**src/rtl/nor_pp_pkg.sv**
```systemverilog
// Shared constants for the page program engine: register offsets,
// command codes and the flash opcode. Assumes byte offsets on an 8-bit
// register address.
package nor_pp_pkg;
    localparam int REG_AW = 8;
    localparam int REG_DW = 32;

    localparam logic [REG_AW-1:0] OFS_CMD   = 8'h00;
    localparam logic [REG_AW-1:0] OFS_ADR0  = 8'h04;
    localparam logic [REG_AW-1:0] OFS_ADR1  = 8'h08;
    localparam logic [REG_AW-1:0] OFS_ADR2  = 8'h0C;
    localparam logic [REG_AW-1:0] OFS_WBYTE = 8'h10;
    localparam logic [REG_AW-1:0] OFS_MODE  = 8'h14;
    localparam logic [REG_AW-1:0] OFS_PDATA = 8'h18;
    localparam logic [REG_AW-1:0] OFS_ADR3  = 8'h24;

    localparam logic [7:0] CMD_BUF_PROG  = 8'h10;
    localparam logic [7:0] CMD_BYTE_PROG = 8'h90;
    localparam logic [7:0] FLASH_PP_OPC  = 8'h02;

    localparam int BUSY_BIT = 4;
endpackage

```
**src/rtl/nor_pp_regs.sv**
```systemverilog
// Register file and command decode. Holds the address bytes, the single
// data byte and the buffer-use handshake. Assumes one write per clock and
// that all writes are dropped while a frame is in progress.
module nor_pp_regs
    import nor_pp_pkg::*;
#(
    parameter int SWITCH_LAT = 4
) (
    input  logic              clk,
    input  logic              rst_n,
    input  logic              reg_wr,
    input  logic [REG_AW-1:0] reg_addr,
    input  logic [REG_DW-1:0] reg_wdata,
    output logic [REG_DW-1:0] reg_rdata,
    input  logic              busy,
    output logic [23:0]       addr_lo,
    output logic [7:0]        wbyte,
    output logic              mode_eff,
    output logic              start_buf,
    output logic              start_single,
    output logic              push,
    output logic [REG_DW-1:0] push_word
);
    localparam int CNT_W = $clog2(SWITCH_LAT + 1);

    logic [7:0]       adr0_q, adr1_q, adr2_q, adr3_q, wbyte_q;
    logic             mode_req_q, mode_eff_q;
    logic [CNT_W-1:0] sw_cnt_q;
    logic             wr_ok;

    assign wr_ok = reg_wr && !busy;

    // Decode command and data-port writes into single-cycle strobes.
    always_comb begin
        start_buf    = wr_ok && (reg_addr == OFS_CMD)
                       && (reg_wdata[7:0] == CMD_BUF_PROG) && mode_eff_q;
        start_single = wr_ok && (reg_addr == OFS_CMD)
                       && (reg_wdata[7:0] == CMD_BYTE_PROG);
        push         = wr_ok && (reg_addr == OFS_PDATA) && mode_eff_q;
        push_word    = reg_wdata;
    end

    // Capture the byte-wide registers and the buffer-use request.
    always_ff @(posedge clk) begin
        if (!rst_n) begin
            adr0_q     <= '0;
            adr1_q     <= '0;
            adr2_q     <= '0;
            adr3_q     <= '0;
            wbyte_q    <= '0;
            mode_req_q <= 1'b0;
        end else if (wr_ok) begin
            case (reg_addr)
                OFS_ADR0:  adr0_q     <= reg_wdata[7:0];
                OFS_ADR1:  adr1_q     <= reg_wdata[7:0];
                OFS_ADR2:  adr2_q     <= reg_wdata[7:0];
                OFS_ADR3:  adr3_q     <= reg_wdata[7:0];
                OFS_WBYTE: wbyte_q    <= reg_wdata[7:0];
                OFS_MODE:  mode_req_q <= reg_wdata[0];
                default:   ;
            endcase
        end
    end

    // Apply a pending buffer-use change after the settle count, idle only.
    always_ff @(posedge clk) begin
        if (!rst_n) begin
            mode_eff_q <= 1'b0;
            sw_cnt_q   <= '0;
        end else if (!busy) begin
            if (mode_req_q != mode_eff_q) begin
                if (sw_cnt_q == CNT_W'(SWITCH_LAT - 1)) begin
                    mode_eff_q <= mode_req_q;
                    sw_cnt_q   <= '0;
                end else begin
                    sw_cnt_q <= sw_cnt_q + 1'b1;
                end
            end else begin
                sw_cnt_q <= '0;
            end
        end
    end

    // Return the register selected by reg_addr.
    always_comb begin
        reg_rdata = '0;
        case (reg_addr)
            OFS_CMD:   reg_rdata[BUSY_BIT] = busy;
            OFS_ADR0:  reg_rdata[7:0] = adr0_q;
            OFS_ADR1:  reg_rdata[7:0] = adr1_q;
            OFS_ADR2:  reg_rdata[7:0] = adr2_q;
            OFS_ADR3:  reg_rdata[7:0] = adr3_q;
            OFS_WBYTE: reg_rdata[7:0] = wbyte_q;
            OFS_MODE:  reg_rdata[0]   = mode_eff_q;
            default:   reg_rdata = '0;
        endcase
    end

    assign addr_lo  = {adr2_q, adr1_q, adr0_q};
    assign wbyte    = wbyte_q;
    assign mode_eff = mode_eff_q;

    // the use in force only changes while no frame is running
    a_r3_switch_idle_only: assert property (@(posedge clk) disable iff (!rst_n)
        (mode_eff_q != $past(mode_eff_q)) |-> !$past(busy));

    // a change always moves toward the stored request
    a_r3_eff_takes_req: assert property (@(posedge clk) disable iff (!rst_n)
        (mode_eff_q != $past(mode_eff_q)) |-> (mode_eff_q == $past(mode_req_q)));
endmodule

```
**src/rtl/nor_pp_pagebuf.sv**
```systemverilog
// Program buffer: word-wide fill from the data port, byte-wide read for the
// shifter. Assumes byte 0 of a word sits in bits 7:0.
module nor_pp_pagebuf
    import nor_pp_pkg::*;
#(
    parameter int BUF_BYTES = 128
) (
    input  logic                         clk,
    input  logic                         rst_n,
    input  logic                         push,
    input  logic [REG_DW-1:0]            push_word,
    input  logic                         ptr_clr,
    input  logic [$clog2(BUF_BYTES)-1:0] rd_idx,
    output logic [7:0]                   rd_byte
);
    localparam int WORDS = BUF_BYTES / 4;
    localparam int PTR_W = $clog2(WORDS);
    localparam int IDX_W = $clog2(BUF_BYTES);

    logic [PTR_W-1:0]  wptr_q;
    logic [REG_DW-1:0] words [WORDS];
    logic [REG_DW-1:0] sel_word;

    // Advance the fill pointer per accepted word; clear it on a program start.
    always_ff @(posedge clk) begin
        if (!rst_n) begin
            wptr_q <= '0;
        end else if (ptr_clr) begin
            wptr_q <= '0;
        end else if (push) begin
            wptr_q <= wptr_q + 1'b1;
        end
    end

    for (genvar w = 0; w < WORDS; w++) begin : g_word
        logic [REG_DW-1:0] word_q;
        // Store the data-port word when the pointer selects this slot.
        always_ff @(posedge clk) begin
            if (!rst_n) begin
                word_q <= '0;
            end else if (push && !ptr_clr && (wptr_q == PTR_W'(w))) begin
                word_q <= push_word;
            end
        end
        assign words[w] = word_q;
    end

    // Pick the word, then the byte lane, for the shifter.
    always_comb begin
        sel_word = words[rd_idx[IDX_W-1:2]];
        rd_byte  = sel_word[8*rd_idx[1:0] +: 8];
    end

    // an accepted program command restarts the fill at word 0
    a_r8_ptr_cleared: assert property (@(posedge clk) disable iff (!rst_n)
        ptr_clr |=> (wptr_q == '0));

    // each accepted word moves the pointer by exactly one
    a_r8_ptr_steps: assert property (@(posedge clk) disable iff (!rst_n)
        (push && !ptr_clr) |=> (wptr_q == PTR_W'($past(wptr_q) + 1'b1)));
endmodule

```
**src/rtl/nor_pp_shifter.sv**
```systemverilog
// Serial frame sequencer: opcode, three address bytes, then either the
// buffer contents or one byte, in SPI mode 0, MSB first. Assumes the
// register file holds its values steady while busy is high.
module nor_pp_shifter
    import nor_pp_pkg::*;
#(
    parameter int HALF_DIV  = 2,
    parameter int BUF_BYTES = 128
) (
    input  logic                         clk,
    input  logic                         rst_n,
    input  logic                         start_buf,
    input  logic                         start_single,
    input  logic [23:0]                  addr_lo,
    input  logic [7:0]                   wbyte,
    input  logic [7:0]                   buf_byte,
    output logic [$clog2(BUF_BYTES)-1:0] buf_rd_idx,
    output logic                         busy,
    output logic                         sck,
    output logic                         mosi
);
    localparam int BIDX_W   = $clog2(BUF_BYTES + 4);
    localparam int IDX_W    = $clog2(BUF_BYTES);
    localparam int DIV_W    = (HALF_DIV > 1) ? $clog2(HALF_DIV) : 1;
    localparam int LAST_BUF = BUF_BYTES + 3;

    logic              busy_q, single_q, sck_q;
    logic [DIV_W-1:0]  cnt_q;
    logic [2:0]        bitn_q;
    logic [BIDX_W-1:0] bidx_q, nxt_idx, last_idx;
    logic [7:0]        sr_q, next_byte;

    // Select the byte that follows the current one on the wire.
    always_comb begin
        nxt_idx    = bidx_q + 1'b1;
        last_idx   = single_q ? BIDX_W'(4) : BIDX_W'(LAST_BUF);
        buf_rd_idx = IDX_W'(nxt_idx - BIDX_W'(4));
        case (nxt_idx)
            BIDX_W'(1): next_byte = addr_lo[23:16];
            BIDX_W'(2): next_byte = addr_lo[15:8];
            BIDX_W'(3): next_byte = addr_lo[7:0];
            default:    next_byte = single_q ? wbyte : buf_byte;
        endcase
    end

    // Run the half-period timer, the bit and byte counters and the shift register.
    always_ff @(posedge clk) begin
        if (!rst_n) begin
            busy_q   <= 1'b0;
            single_q <= 1'b0;
            sck_q    <= 1'b0;
            cnt_q    <= '0;
            bitn_q   <= '0;
            bidx_q   <= '0;
            sr_q     <= '0;
        end else if (!busy_q) begin
            if (start_buf || start_single) begin
                busy_q   <= 1'b1;
                single_q <= start_single;
                sck_q    <= 1'b0;
                cnt_q    <= '0;
                bitn_q   <= '0;
                bidx_q   <= '0;
                sr_q     <= FLASH_PP_OPC;
            end
        end else if (cnt_q == DIV_W'(HALF_DIV - 1)) begin
            cnt_q <= '0;
            if (!sck_q) begin
                sck_q <= 1'b1;
            end else begin
                sck_q <= 1'b0;
                if (bitn_q == 3'd7) begin
                    bitn_q <= '0;
                    if (bidx_q == last_idx) begin
                        busy_q <= 1'b0;
                        sr_q   <= '0;
                    end else begin
                        bidx_q <= nxt_idx;
                        sr_q   <= next_byte;
                    end
                end else begin
                    bitn_q <= bitn_q + 1'b1;
                    sr_q   <= {sr_q[6:0], 1'b0};
                end
            end
        end else begin
            cnt_q <= cnt_q + 1'b1;
        end
    end

    assign busy = busy_q;
    assign sck  = sck_q;
    assign mosi = busy_q & sr_q[7];

    // every frame starts with the program opcode at byte 0
    a_r6_opcode_first: assert property (@(posedge clk) disable iff (!rst_n)
        $rose(busy_q) |-> ((sr_q == FLASH_PP_OPC) && (bidx_q == '0)));

    // the serial clock rests low outside a frame
    a_r6_sck_idle_low: assert property (@(posedge clk) disable iff (!rst_n)
        !busy_q |-> !sck_q);

    // data does not move while the serial clock is high
    a_r6_data_stable_high: assert property (@(posedge clk) disable iff (!rst_n)
        (busy_q && sck_q && $past(sck_q) && $past(busy_q)) |-> (mosi == $past(mosi)));
endmodule

```
**src/rtl/nor_pp_engine.sv**
```systemverilog
// Top of the buffered page program engine: register file, program buffer
// and serial sequencer. Assumes a single attached flash device.
module nor_pp_engine
    import nor_pp_pkg::*;
#(
    parameter int BUF_BYTES  = 128,
    parameter int HALF_DIV   = 2,
    parameter int SWITCH_LAT = 4
) (
    input  logic              clk,
    input  logic              rst_n,
    input  logic              reg_wr,
    input  logic [REG_AW-1:0] reg_addr,
    input  logic [REG_DW-1:0] reg_wdata,
    output logic [REG_DW-1:0] reg_rdata,
    output logic              spi_cs_n,
    output logic              spi_sck,
    output logic              spi_mosi
);
    localparam int IDX_W = $clog2(BUF_BYTES);

    logic              busy, mode_eff, start_buf, start_single, push;
    logic [REG_DW-1:0] push_word;
    logic [23:0]       addr_lo;
    logic [7:0]        wbyte, buf_byte;
    logic [IDX_W-1:0]  buf_rd_idx;

    nor_pp_regs #(.SWITCH_LAT(SWITCH_LAT)) u_regs (
        .clk          (clk),
        .rst_n        (rst_n),
        .reg_wr       (reg_wr),
        .reg_addr     (reg_addr),
        .reg_wdata    (reg_wdata),
        .reg_rdata    (reg_rdata),
        .busy         (busy),
        .addr_lo      (addr_lo),
        .wbyte        (wbyte),
        .mode_eff     (mode_eff),
        .start_buf    (start_buf),
        .start_single (start_single),
        .push         (push),
        .push_word    (push_word)
    );

    nor_pp_pagebuf #(.BUF_BYTES(BUF_BYTES)) u_buf (
        .clk       (clk),
        .rst_n     (rst_n),
        .push      (push),
        .push_word (push_word),
        .ptr_clr   (start_buf),
        .rd_idx    (buf_rd_idx),
        .rd_byte   (buf_byte)
    );

    nor_pp_shifter #(.HALF_DIV(HALF_DIV), .BUF_BYTES(BUF_BYTES)) u_shift (
        .clk          (clk),
        .rst_n        (rst_n),
        .start_buf    (start_buf),
        .start_single (start_single),
        .addr_lo      (addr_lo),
        .wbyte        (wbyte),
        .buf_byte     (buf_byte),
        .buf_rd_idx   (buf_rd_idx),
        .busy         (busy),
        .sck          (spi_sck),
        .mosi         (spi_mosi)
    );

    assign spi_cs_n = !busy;

    // a buffered start is never taken while the buffer is in read use
    a_r9_buf_needs_prog: assert property (@(posedge clk) disable iff (!rst_n)
        start_buf |-> mode_eff);
endmodule

```
**config.mk**
```make
export PLATFORM = sky130hd
export DESIGN_NAME = nor_pp_engine
export DESIGN_NICKNAME = d
export VERILOG_FILES = /design/src/rtl/nor_pp_pkg.sv /design/src/rtl/nor_pp_regs.sv /design/src/rtl/nor_pp_pagebuf.sv /design/src/rtl/nor_pp_shifter.sv /design/src/rtl/nor_pp_engine.sv
export SDC_FILE = /design/constraint.sdc
export NUM_CORES = 2
export LEC_CHECK = 0
export BUFFER_PORTS_ARGS = -buffer_cell sky130_fd_sc_hd__buf_2
export CORE_AREA = 2 2 287 289
export CTS_CLUSTER_DIAMETER = 120
export DETAILED_ROUTE_END_ITERATION = 6
export DIE_AREA = 0 0 289 291
export PLACE_DENSITY = 0.79
export REMOVE_ABC_BUFFERS = 1
export SYNTH_ARGS = -nofsm -noshare
export SYNTH_HDL_FRONTEND = slang
export SYNTH_HIERARCHICAL = 1
export SYNTH_SLANG_ARGS = --single-unit
```
**constraint.sdc**
```tcl
create_clock -name clk -period 5.7 [get_ports clk]
set_clock_uncertainty 0.1 [all_clocks]
set_input_delay 1.71 -clock clk [delete_from_list [all_inputs] [get_ports clk]]
set_output_delay 1.71 -clock clk [all_outputs]
set_load 0.01 [all_outputs]
```
Word-level counts from Yosys, hierarchy flattened. Cells that the tools add are included.

Flip-flop bits (word level): 1097. Output and inout port bits: 35.

$lt $le $gt $ge: 1. Mux-type cells: 41. Add/subtract/negate cells: 6. Equality and inequality tests: 51. Bitwise gates (word level): 4. Reduce and logical (&&, ||, !) cells: 58. Shift operators: 1.

Operator list (count): binary-select mux 32 bit (select 5 bit) (1); 2-to-1 mux 8 bit (14); == test 5 bit, second input constant (16); 2-to-1 mux 32 bit (2); == test 5 x 4 -> 1 bit, second input constant (8); logical AND 1 bit (40); == test 8 x 5 -> 1 bit, second input constant (4); indexed part select 32 x 6 -> 8 bit (1); one-hot mux 3 bit (5 select lines) (2); one-hot mux 8 bit (3 select lines) (1); 2-to-1 mux 3 bit (7); == test 5 x 3 -> 1 bit, second input constant (4); == test 8 x 2 -> 1 bit, second input constant (2); == test 8 x 4 -> 1 bit, second input constant (2); AND reduction 2 bit (8); 2-to-1 mux 1 bit (12); one-hot mux 1 bit (6 select lines) (2); == test 5 x 2 -> 1 bit, second input constant (2); adder 8 x 1 -> 8 bit, second input constant (1); == test 8 x 1 -> 1 bit, second input constant (1); == test 8 x 3 -> 1 bit, second input constant (1); == test 8 x 6 -> 1 bit, second input constant (1); == test 8 bit (1); == test 8 bit, second input constant (1); 21 further kinds (28).

Longest topological paths before layout.
Depth after elaboration: 14. Depth in mapped cells: 15. Gate-level depth less buffers: 11.

Cells and area by module. The synthesis kept the hierarchy.

By module, submodules not included: nor_pp_pagebuf (area an instance 46191.8 um2, times used 1, sequential area each 20599.8 um2, cells each 5052); nor_pp_regs (area an instance 2711.4 um2, times used 1, sequential area each 900.9 um2, cells each 293); nor_pp_shifter (area an instance 1611.5 um2, times used 1, sequential area each 460.4 um2, cells each 187); nor_pp_engine (area an instance 3.8 um2, times used 1, sequential area each 0.0 um2, cells each 1).

Worst setup path after synthesis. No wires, ideal clock.

Path kind: in2reg. From: input reg_addr[5]. To: register u_shift.sr_q[1]. Setup time: 0.092 ns. Buffers on the path: 1. Stages on the path: 9. Slack: 1.086 ns. Required time: 5.508 ns. Data arrival time: 4.421 ns. Path through: buf_6 -> nor3_4 -> nand4_1 -> nor4b_1 -> o21bai_1 -> nand2_1 -> o21ai_0 -> or3b_2 -> o32ai_1.

Cells in the longest elaborated chain, start to end: 7. Elaborated cells between the ends (all ways): 8. Classes of those cells: 8 x reduce/logical.

Ends and longest elaborated chain: start: declaration (RTL line nor_pp_engine.sv:13) `input logic [REG_AW-1:0] reg_addr,`; logical NOT 8 bit (RTL line nor_pp_regs.sv:35) `start_buf = wr_ok && (reg_addr == OFS_CMD)`; logical AND 1 bit (RTL line nor_pp_regs.sv:35); logical AND 1 bit (2 in a row) (RTL line nor_pp_regs.sv:36) `&& (reg_wdata[7:0] == CMD_BUF_PROG) && mode_eff_q;`; via start_buf (RTL line nor_pp_engine.sv:22) `logic busy, mode_eff, start_buf, start_single, push;`; logical OR 1 bit (RTL line nor_pp_shifter.sv:57) `if (start_buf || start_single) begin`; nonzero test 2 bit (no line); AND reduction 3 bit (no line); end signal: assignment (RTL line nor_pp_shifter.sv:79) `sr_q <= next_byte;`; end signal: assignment (RTL line nor_pp_shifter.sv:83) `sr_q <= {sr_q[6:0], 1'b0};`; end: declaration (RTL line nor_pp_shifter.sv:31) `logic [7:0] sr_q, next_byte;`.

The timed path passes the listed nets, and every way through them passes these cells. A chain may end at the register's enable or synchronous reset.

Worst setup path in the final report.
From: register u_shift.bidx_q[0]. To: register u_shift.sr_q[2].

Cells in the longest elaborated chain, start to end: 14. Elaborated cells between the ends (all ways): 18. Classes of those cells: 2 x add/sub; 4 x eq/ne; 1 x shift; 10 x mux; 1 x bitwise.

Ends and longest elaborated chain: start: declaration (RTL line nor_pp_shifter.sv:30) `logic [BIDX_W-1:0] bidx_q, nxt_idx, last_idx;`; start signal: assignment (RTL line nor_pp_shifter.sv:78) `bidx_q <= nxt_idx;`; adder 8 x 1 -> 8 bit (RTL line nor_pp_shifter.sv:35) `nxt_idx = bidx_q + 1'b1;`; subtractor 7 x 3 -> 7 bit (RTL line nor_pp_shifter.sv:37) `buf_rd_idx = IDX_W'(nxt_idx - BIDX_W'(4));`; via buf_rd_idx[2] (RTL line nor_pp_engine.sv:26) `logic [IDX_W-1:0] buf_rd_idx;`; NOT 5 -> 6 bit (not written as such) (RTL line nor_pp_pagebuf.sv:50) `sel_word = words[rd_idx[IDX_W-1:2]];`; binary-select mux 32 bit (select 5 bit) (RTL line nor_pp_pagebuf.sv:50); 2-to-1 mux 32 bit (not written as such) (2 in a row) (RTL line nor_pp_pagebuf.sv:50); indexed part select 32 x 6 -> 8 bit (RTL line nor_pp_pagebuf.sv:51) `rd_byte = sel_word[8*rd_idx[1:0] +: 8];`; via buf_byte[2] (RTL line nor_pp_engine.sv:25) `logic [7:0] wbyte, buf_byte;`; 2-to-1 mux 8 bit (RTL line nor_pp_shifter.sv:42) `default: next_byte = single_q ? wbyte : buf_byte;`; one-hot mux 8 bit (3 select lines) (RTL line nor_pp_shifter.sv:38) `case (nxt_idx)`; 2-to-1 mux 8 bit (RTL line nor_pp_shifter.sv:74) `if (bidx_q == last_idx) begin`; 2-to-1 mux 8 bit (RTL line nor_pp_shifter.sv:72) `if (bitn_q == 3'd7) begin`; 2-to-1 mux 8 bit (RTL line nor_pp_shifter.sv:68) `if (!sck_q) begin`; 2-to-1 mux 8 bit (RTL line nor_pp_shifter.sv:66) `end else if (cnt_q == DIV_W'(HALF_DIV - 1)) begin`; 2-to-1 mux 8 bit (RTL line nor_pp_shifter.sv:56) `end else if (!busy_q) begin`.

The timed path passes the listed nets, and every way through them passes these cells. The select of a mux whose other input is x is not followed.

==> run_results.csv <==
group,metric,value,unit
run_status,outcome,"finished with violations",
run_status,violations,"design-rule violations",
placement,dp_cells,6213,
finish,fillers,6148,
synthesis,synth_edf_count,0,
synthesis,syn-cell-area,0.0505,sq mm
setup_path,crit_path_cell_trace,"ha_1 -> xnor2_2 -> ha_1 -> xnor2_2 -> buf_12 -> buf_12 -> mux4_2 -> mux4_2 -> mux4_2 -> mux2_2 -> nor2b_1 -> a221oi_1 -> o31ai_1",
die,die_height,291,microns
detailed_routing,drt_iter0_markers,5139,
setup_path,crit_required,6.16,ns
synthesis,synth_compound_area_frac,0.164,
global_routing,grt_max_degree,240,
synthesis,synthAdderAreaFrac,0.00372,
synthesis,synth.area.mux_share,0.163,
setup_path,critical_path.max_stage_delay,0.68,ns
clocking,path_clk_slew,0.07,ns
hold_path,hold_path_class,"reg -> reg",
detailed_routing,wl_per_cell,24.4,microns
die,io_pins,78,
pwr,leakage,18.1,nW
setup_path,cp_max_fo,41,
synthesis,yosysTopAreaCell,"dfxtp_1",
sta,setup_viol,0,
placement,portBuffers,53,
die,fp.dieW,289,microns
synthesis,synthFlopType,"dfxtp_1",
setup_path,crit_top_cell,"mux4_2",
synthesis,synth_top_family_by_area,"simple AND/OR/NAND/NOR gates",
finish,drive_above_1_share,0.146,
detailed_routing,drc,3,
synthesis,yosys.area_share.simple,0.182,
clocking,ctsLongestPathBuffers,3,
synthesis,postSynthCellCount,5533,
global_routing,grt_pass1_vias,39900,
pwr,power.density,279,mW/mm^2
sta,timing.final.crit_share,0.927,
detailed_routing,wirelength,157,mm
setup_path,critPathKind,"reg -> reg",
sta,layout_min_cycle_time,5.28,ns
detailed_routing,viasPerCell,6.37,
clocking,cts_tree,"done",
finish,instances_no_fill,6416,
placement,gp_congestion,0.878,
clocking,cts_root_buf,"clkbuf_16",
placement,dp_hpwl,87.5,mm
sta,max_freq,189,MHz
die,die-area,0.0841,sq mm
synthesis,synthXorXnorAreaFrac,0.00191,
synthesis,syn_avg_cell_area,9.13,sq um
synthesis,async_flop_share,0,
sta,rsz0062_at_grt,"false",
sta,final-hold-violation-count,0,
synthesis,synth_top_area_share,0.435,
sta,hold_ws,0.359,ns
detailed_routing,dr_total_vias,40900,
global_routing,grt_remaining_overflow,0,
pwr,vdd_drop_max,0.000245,V
die,num_rows,105,
synthesis,synthTopCellsByArea,"dfxtp_1 (43%), nand2_1 (16%), a21boi_0 (15%), mux4_2 (15%), clkbuf_1 (3.4%)",
clocking,postCtsHoldBufs,0,
die,coreArea,0.0812,sq mm
synthesis,ys_seq_area_frac,0.435,
clocking,postCtsSetupBuffers,0,
setup_path,cp-end-kind,"flop",
global_routing,grt_pass1_wl,237,mm
setup_path,worst_ep_arrival_time,5.74,ns
detailed_routing,ant_nets,0,
detailed_routing,firstDrtPassIters,7,
clocking,cts_made_buffers,109,
finish,syn_to_final_growth,8.66,%
die,start_util,0.622,
run,maxCapViolations,0,
clocking,ctsHtreeMaxLevel,3,
clocking,clk_latency,0.68,ns
global_routing,antenna_found_initial,2,
global_routing,track_usage,0.368,
synthesis,synth.distinct_cells,69,
sta,worst_pin_slew,1.31,ns
sta,drv_slew,0,
synthesis,synth-seq-cells,1097,
setup_path,cp_slowest_cell,"xnor2_2",
sta,maxSlewHeadroom,0.125,
setup_path,cp-start-kind,"flop",
finish,nNetsFinal,5312,
synthesis,yosysWarnings,6,
finish,num_antenna_cells,0,
clocking,cts_sinks,1097,
clocking,cts_resized,0,
finish,seqCellArea,0.0220,sq mm
finish,multi_input_area,0.0264,sq mm
-- registers in the layout, summed over array words and instances (netlist names) --
register and count:
u_shift/sr_q 8, u_shift/busy 1, u_regs/adr0_q 8, u_shift/single_q 1, u_shift/cnt_q 1, u_regs/mode_req_q 1
u_regs/adr2_q 8, u_buf/wptr_q 5, u_shift/bitn_q 3, u_shift/bidx_q 8, u_regs/wbyte 8, u_regs/sw_cnt_q 3
u_regs/adr1_q 8, u_regs/mode_eff 1, u_buf/g_word.word_q 1024, u_shift/sck 1, u_regs/adr3_q 8
-- critical path: cells and delay by family (launching register included) --
family / cells / cell delay (ns)
mux: 4 / 2.00
xor+xnor: 2 / 0.86
fa+ha+maj: 2 / 0.60
buf+inv: 2 / 0.52
flops: 1 / 0.49
compound gates: 2 / 0.40
simple gates: 1 / 0.13
-- metrics by stage --
step | setup WS (ns) | total power [W] | area (sq um) | TNS (ns) | utilization
6_report | 0.417 | 0.0153 | 54900 | 0 | 0.676
5_1_grt | 0.262 | 0.0157 | 54900 | 0 | 0.676
4_1_cts | 0.529 | 0.0153 | 54900 | 0 | 0.676
3_5_place_dp | 0.519 | 0.00823 | 51300 | 0 | 0.632
3_3_place_gp | 0.640 | 0.00823 | 51300 | 0 | 0.632
2_1_floorplan | -27.94 | 0.00795 | 48100 | -238.81 | -
-- placed cells by master, fill, tap and decap left out, types with 9 or more instances in the layout --
| master | instances |
|---|---|
| nand2_1 | 2122 |
| dfxtp_1 | 1097 |
| a21boi_0 | 1026 |
| mux4_2 | 336 |
| clkbuf_16 | 112 |
| buf_4 | 85 |
| buf_2 | 52 |
| mux2i_1 | 45 |
| buf_12 | 32 |
| clkbuf_1 | 31 |
| clkbuf_8 | 24 |
| clkinv_2 | 24 |
| conb_1 | 24 |
| nand2_2 | 21 |
| nor2_4 | 20 |
| nor2_1 | 19 |
| mux2_2 | 17 |
| nor2b_1 | 16 |
| ha_1 | 15 |
| a22oi_1 | 15 |
| nand3_1 | 13 |
| inv_1 | 10 |
| and3_1 | 10 |
| nand4_1 | 10 |
| a21oi_1 | 9 |
-- cell usage after synthesis (16+ instances only) --
master    number
mux2_2        17
mux4_2       336
buf_4         60
clkbuf_1     459
mux2i_1       45
dfxtp_1     1097
buf_2         36
nor2b_1       16
nor2_1        39
nand3_1       19
a21boi_0    1026
nand2_1     2143
buf_1         21
-- final cells by class --
type | instances | area share
clock inverter | 36 | 0.00613
sequential | 1097 | 0.400
multi-input combinational | 3865 | 0.481
inverter | 11 | 0.000798
clock buffer | 167 | 0.0592
timing repair buffer | 170 | 0.0283
tap | 1070 | 0.0244
-- logic make-up after synthesis --
kind of cell / count (synthesis)
buffers and inverters: 594
other: 1
multiplexers: 402
XOR/XNOR: 11
AND/OR/NAND/NOR: 2314
adder cells (fa/ha/maj): 15
flip-flops: 1097
AO/OA/AOI/OAI: 1099
-- where the power goes --
group          switching (W)  internal [W]  total (W)
sequential       0.000000380       0.00767    0.00767
clock                0.00309       0.00415    0.00723
combinational       0.000273      0.000125   0.000398
-- layer usage --
metal,track usage,part of all wire,vias to the layer above
li1,-,-,18100
met1,0.477,0.37,19800
met2,0.576,0.45,2472
met3,0.0815,0.12,552
met4,0.198,0.058,6
met5,0.00407,0.00050,-
-- worst paths after layout --
kind	from	end	slack (ns)	cells after the start
max	u_shift/bidx_q[0]	u_shift/sr_q[2]	0.42	13
min	u_buf/g_word[7].word_q[15]	u_buf/g_word[7].word_q[15]	0.36	2
max reg2reg	u_shift/bidx_q[0]	u_shift/sr_q[2]	0.42	13
min reg2reg	u_buf/g_word[7].word_q[15]	u_buf/g_word[7].word_q[15]	0.36	2
No activity file was read; power rests on OpenSTA's default activity.
